### config.mk
export PLATFORM = sky130hd
export DESIGN_NAME = nib_core
export DESIGN_NICKNAME = d
export VERILOG_FILES = /design/src/rtl/nib_core_pkg.sv /design/src/rtl/nib_adder.sv /design/src/rtl/nib_ram.sv /design/src/rtl/nib_core.sv
export SDC_FILE = /design/constraint.sdc
export NUM_CORES = 1
export LEC_CHECK = 0
export ABC_AREA = 1
export BUFFER_PORTS_ARGS = -buffer_cell sky130_fd_sc_hd__buf_2
export CAP_MARGIN = 20
export CORE_ASPECT_RATIO = 0.75
export CORE_MARGIN = 2
export CORE_UTILIZATION = 57
export CTS_CLUSTER_DIAMETER = 30
export CTS_CLUSTER_SIZE = 25
export DETAILED_ROUTE_END_ITERATION = 12
export GPL_ROUTABILITY_DRIVEN = 1
export HOLD_SLACK_MARGIN = 0.08
export PLACE_DENSITY = 0.79
export SLEW_MARGIN = 20
export SYNTH_ARGS = -nofsm -noshare
export SYNTH_HDL_FRONTEND = slang
export SYNTH_SLANG_ARGS = --single-unit
### constraint.sdc
create_clock -name clk -period 6.56 [get_ports clk]
set_input_delay 0.656 -clock clk [delete_from_list [all_inputs] [get_ports clk]]
set_output_delay 0.656 -clock clk [all_outputs]
set_load 0.02 [all_outputs]
### src/rtl/nib_core_pkg.sv
package nib_core_pkg;

    localparam int NIB_W   = 4;
    localparam int BYTE_W  = 8;
    localparam int REG_W   = 3;
    localparam int DIGIT_W = 4;

    typedef enum logic [1:0] {
        ST_EXEC    = 2'd0,
        ST_OPERAND = 2'd1,
        ST_DISCARD = 2'd2
    } core_state_e;

    localparam logic [BYTE_W-1:0] OP_LDPTR = 8'h20;
    localparam logic [BYTE_W-1:0] OP_OUTD  = 8'h21;
    localparam logic [BYTE_W-1:0] OP_RDSER = 8'h22;
    localparam logic [BYTE_W-1:0] OP_STORE = 8'h23;
    localparam logic [BYTE_W-1:0] OP_GOTO  = 8'h40;
    localparam logic [3:0]        GRP_ADDK = 4'h1;
    localparam logic [5:0]        GRP_TSTZ = 6'b001100;

    function automatic logic has_operand(input logic [BYTE_W-1:0] op);
        return (op == OP_LDPTR) || (op == OP_GOTO);
    endfunction

endpackage

### src/rtl/nib_adder.sv
module nib_adder #(
    parameter int W = 4
) (
    input  logic [W-1:0] a_i,
    input  logic [W-1:0] b_i,
    output logic [W-1:0] sum_o,
    output logic         cout_o
);
    logic [W:0] full;

    assign full   = {1'b0, a_i} + {1'b0, b_i};
    assign sum_o  = full[W-1:0];
    assign cout_o = full[W];
endmodule

### src/rtl/nib_ram.sv
module nib_ram #(
    parameter int AW = 7,
    parameter int DW = 4
) (
    input  logic          clk,
    input  logic          we_i,
    input  logic [AW-1:0] addr_i,
    input  logic [DW-1:0] wdata_i,
    output logic [DW-1:0] rdata_o
);
    localparam int DEPTH = 1 << AW;

    logic [DW-1:0] mem [DEPTH];

    always_ff @(posedge clk) begin
        if (we_i) begin
            mem[addr_i] <= wdata_i;
        end
    end

    assign rdata_o = mem[addr_i];
endmodule

### src/rtl/nib_core.sv
module nib_core
    import nib_core_pkg::*;
(
    input  logic              clk,
    input  logic              rst,
    output logic [BYTE_W-1:0] pc_o,
    input  logic [BYTE_W-1:0] instr_i,
    input  logic              sin_i,
    output logic [NIB_W-1:0]  d_o
);
    localparam int RAM_AW = REG_W + DIGIT_W;

    core_state_e        state_q, state_d;
    logic [BYTE_W-1:0]  pc_q, pc_d;
    logic [NIB_W-1:0]   acc_q, acc_d;
    logic [REG_W-1:0]   br_q, br_d;
    logic [DIGIT_W-1:0] bd_q, bd_d;
    logic [NIB_W-1:0]   d_q, d_d;
    logic               skip_q, skip_d;
    logic               goto_q, goto_d;

    logic               ram_we;
    logic [NIB_W-1:0]   ram_rd;
    logic [NIB_W-1:0]   add_sum;
    logic               add_cout;

    nib_adder #(.W(NIB_W)) i_adder (
        .a_i    (acc_q),
        .b_i    (instr_i[NIB_W-1:0]),
        .sum_o  (add_sum),
        .cout_o (add_cout)
    );

    nib_ram #(.AW(RAM_AW), .DW(NIB_W)) i_ram (
        .clk     (clk),
        .we_i    (ram_we),
        .addr_i  ({br_q, bd_q}),
        .wdata_i (acc_q),
        .rdata_o (ram_rd)
    );

    // state register
    always_ff @(posedge clk) begin
        if (rst) begin
            state_q <= ST_EXEC;
            pc_q    <= '0;
            acc_q   <= '0;
            br_q    <= '0;
            bd_q    <= '0;
            d_q     <= '0;
            skip_q  <= 1'b0;
            goto_q  <= 1'b0;
        end else begin
            state_q <= state_d;
            pc_q    <= pc_d;
            acc_q   <= acc_d;
            br_q    <= br_d;
            bd_q    <= bd_d;
            d_q     <= d_d;
            skip_q  <= skip_d;
            goto_q  <= goto_d;
        end
    end

    // next state and datapath
    always_comb begin
        state_d = state_q;
        pc_d    = pc_q + 1'b1;
        acc_d   = acc_q;
        br_d    = br_q;
        bd_d    = bd_q;
        d_d     = d_q;
        skip_d  = skip_q;
        goto_d  = goto_q;
        ram_we  = 1'b0;
        unique case (state_q)
            ST_EXEC: begin
                if (skip_q) begin
                    skip_d = 1'b0;
                    if (has_operand(instr_i)) begin
                        state_d = ST_DISCARD;
                    end
                end else if (instr_i[7:4] == GRP_ADDK) begin
                    acc_d  = add_sum;
                    skip_d = add_cout;
                end else if (instr_i[7:2] == GRP_TSTZ) begin
                    skip_d = ~ram_rd[instr_i[1:0]];
                end else if (instr_i == OP_LDPTR) begin
                    state_d = ST_OPERAND;
                    goto_d  = 1'b0;
                end else if (instr_i == OP_GOTO) begin
                    state_d = ST_OPERAND;
                    goto_d  = 1'b1;
                end else if (instr_i == OP_OUTD) begin
                    d_d = bd_q;
                end else if (instr_i == OP_RDSER) begin
                    acc_d = {{(NIB_W-1){1'b0}}, sin_i};
                end else if (instr_i == OP_STORE) begin
                    ram_we = 1'b1;
                end
            end
            ST_OPERAND: begin
                state_d = ST_EXEC;
                if (goto_q) begin
                    pc_d = instr_i;
                end else begin
                    br_d = instr_i[6:4];
                    bd_d = instr_i[3:0];
                end
            end
            ST_DISCARD: begin
                state_d = ST_EXEC;
            end
            default: begin
                state_d = ST_EXEC;
            end
        endcase
    end

    // outputs
    always_comb begin
        pc_o = pc_q;
        d_o  = d_q;
    end

    p_reset_state_r1: assert property (@(posedge clk)
        rst |=> (pc_o == '0 && d_o == '0 && !skip_q && state_q == ST_EXEC));

    p_pc_step_r2: assert property (@(posedge clk) disable iff (rst)
        !(state_q == ST_OPERAND && goto_q) |=> pc_o == BYTE_W'($past(pc_o) + 1'b1));

    p_d_hold_r5: assert property (@(posedge clk) disable iff (rst)
        !(state_q == ST_EXEC && !skip_q && instr_i == OP_OUTD) |=> $stable(d_o));

    p_goto_target_r9: assert property (@(posedge clk) disable iff (rst)
        (state_q == ST_OPERAND && goto_q) |=> pc_o == $past(instr_i));

    p_skip_once_r10: assert property (@(posedge clk) disable iff (rst)
        (state_q == ST_EXEC && skip_q) |=> !skip_q);

    p_skip_quiet_r10: assert property (@(posedge clk) disable iff (rst)
        (state_q == ST_EXEC && skip_q) |=>
            ($stable(acc_q) && $stable(br_q) && $stable(bd_q) && $stable(d_o)));

endmodule

==> flow_summary.json <==
{
  "cp.arrival_ps": 4270,
  "yosysWarnings": 0,
  "required_ps": 7090,
  "min_period_ps": 3740,
  "first_iter_violations": 2574,
  "dieArea_um2": 41200,
  "htree_levels": 3,
  "min_from": "sin_i",
  "maxSlewHeadroom_pct": 29.2,
  "cts_hold_buf": 0,
  "insertion_delay_ps": 610,
  "whs_path_depth": 3,
  "syn-instance-count": 2026,
  "synth.most_common_cell": "nand2_1",
  "wl_per_cell_um": 21.9,
  "drtPass1Iterations": 6,
  "fin_tns_setup_ps": 0,
  "p_leak_nw": 9.35,
  "dp_slack_ps": 3060,
  "finalWorstSetupSlack_ps": 2820,
  "cts_resized": 0,
  "antenna_found_initial": 0,
  "avgSynthCellArea_um2": 11.1,
  "yosys.cell_types.count": 26,
  "fin_util_pct": 65.1,
  "grt_pass1_vias": 15700,
  "hpwl_um": 31100,
  "die_w_um": 234,
  "final.period_utilization_pct": 57.1,
  "setup_viol": 0,
  "p_per_area_nw_per_um2": 311,
  "fin_skew_ps": 24.9,
  "cts_tree": "yes",
  "place_area_um2": 22900,
  "worstSetupEndpointType": "flop",
  "stdcell_count": 2611,
  "maxCapViolations": 0,
  "syn_nets": 2043,
  "post-place-cells": 2466,
  "crit_type": "reg -> reg",
  "nets": 2043,
  "async_flop_share_pct": 0,
  "yosys-top-cells-count": "597 x nand2_1, 512 x edfxtp_1, 502 x nand3_1",
  "vias_per_cell": 6.16,
  "rsz0062_at_grt": "false",
  "overflow": 0,
  "drive_gt1_share_pct": 9.04,
  "die_h_um": 176,
  "wirelength_met1_um": 22500,
  "hold_viol": 0,
  "routed-wl-met3_um": 7640,
  "tightest_slew_ps": 1060,
  "cts.sinks": 546,
  "yosysSeqAreaShare_pct": 71.2,
  "design_area_um2": 25600,
  "highest_layer": "met4",
  "total_power_mw": 7.94,
  "cts_setup_buffers": 0,
  "startpoint_type": "flop",
  "hold_ws_ps": 324,
  "synth.top_cell.area_share_pct": 68.1,
  "synth_area_leaders": "edfxtp_1 68%, nand3_1 11%, nand2_1 9.9%, dfxtp_1 3.0%, nor2_1 2.5%",
  "synthFlopType": "edfxtp_1",
  "min_to": "acc_q[0]",
  "clkTransAtPathRegs_ps": 60,
  "place_congestion": 0.874,
  "vias": 16100,
  "ant_nets": 0,
  "numCtsBuffers": 77,
  "met2_length_um": 25600,
  "status": "complete, no violations",
  "rows": 63,
  "start_util_pct": 57.5,
  "drc": 0,
  "io_pins": 23,
  "hp-class": "in -> reg",
  "drv_slew": 0,
  "clockRootBuffer": "clkbuf_16",
  "yosys.area.top_type": "edfxtp_1",
  "grt_max_degree": 201,
  "vdd_ir_drop_max_v": 0.000212,
  "syn-cell-area_um2": 22600,
  "core_um2": 39300,
  "r2r_end": "skip_q",
  "port_buffers": 22,
  "synth_edf_count": 512,
  "grt_usage_pct": 28.5,
  "grt_pass1_wl_um": 88800,
  "rrSetupSlack_ps": 2820,
  "rr_worst_depth": 14,
  "fmax_ghz": 0.267,
  "wirelength_um": 57300,
  "syn_to_final_growth_pct": 13.3,
  "cts_buffer_depth": 3,
  "ys_ff_latch": 546,
  "crit_fanout": 70
}
==> flip-flops by register name, indices dropped and copies added, names as in the netlist, named ones only <==
signal,count
skip_q,1
i_ram.mem,512
acc_q,4
state_q,2
d_o,4
goto_q,1
br_q,3
bd_q,4
pc_o,8
==> cell usage in the layout, fill, tap and decap left out, drive strengths merged, types with 3 or more instances in the layout <==
| cell type | instances |
|---|---|
| nand2 | 597 |
| edfxtp | 512 |
| nand3 | 502 |
| nor2 | 151 |
| clkbuf | 86 |
| inv | 53 |
| buf | 41 |
| dfxtp | 34 |
| clkinv | 28 |
| a21oi | 27 |
| o21ai | 22 |
| clkinvlp | 10 |
| xor2 | 5 |
| ha | 5 |
| xnor2 | 3 |
| bufinv | 3 |
==> layout make-up <==
class / count / area, um2
Fill cell: 2725 / 13700
Clock inverter: 57 / 509
Clock buffer: 86 / 2080
Tap cell: 520 / 651
Multi-Input combinational cell: 1323 / 5800
Inverter: 37 / 146
Sequential cell: 546 / 16100
Timing Repair Buffer: 41 / 285
Antenna cell: 1 / 2.50
==> routing by layer <==
layer | GRT usage [%] | up-vias
met2 | 41.9 | 1152
met3 | 7.12 | 174
met5 | 0 | -
met4 | 9.63 | 0
li1 | - | 7128
met1 | 41.8 | 7642
==> cells by family after synthesis <==
kind of cell | Yosys count | share of synthesized area (%)
AOI/OAI and AO/OA | 52 | 1.18
adders and majority gates | 6 | 0.366
buffers and inverters | 157 | 3.21
DFF | 546 | 71.2
xor gates and xnor gates | 8 | 0.311
and+or+nand+nor | 1257 | 23.8
==> critical path, stage by stage (launching register included) <==
cell and delay, ps:
dfxtp_4 510, inv_4 670, buf_4 720, nand3_1 200, nand3_1 120, nand3_1 130, nand2_1 110, nand2_1 110
nand3_1 160, nand3_1 120, nand3_1 110, nand2_1 70, o21bai_1 250, nand2_1 90, a21oi_1 200
==> where the power goes <==
part / switching [mW] / leakage, nW / internal [mW]
combinational: 0.0578 / 2.53 / 0.0183
clock: 1.62 / 1.25 / 2.45
sequential: 0.0136 / 5.57 / 3.78
==> worst max-delay path by stage <==
stage,slack (ps),depth (start not counted),endpoint,start
after detailed placement,3060,15,skip_q,flop
final,2820,14,skip_q,flop
after floorplan,3600,6,acc_q[3],acc_q[2]
after global placement,3150,15,skip_q,flop
after CTS,3040,15,skip_q,flop
after global routing,2690,15,skip_q,flop
No activity file was read; power rests on OpenSTA's default activity.
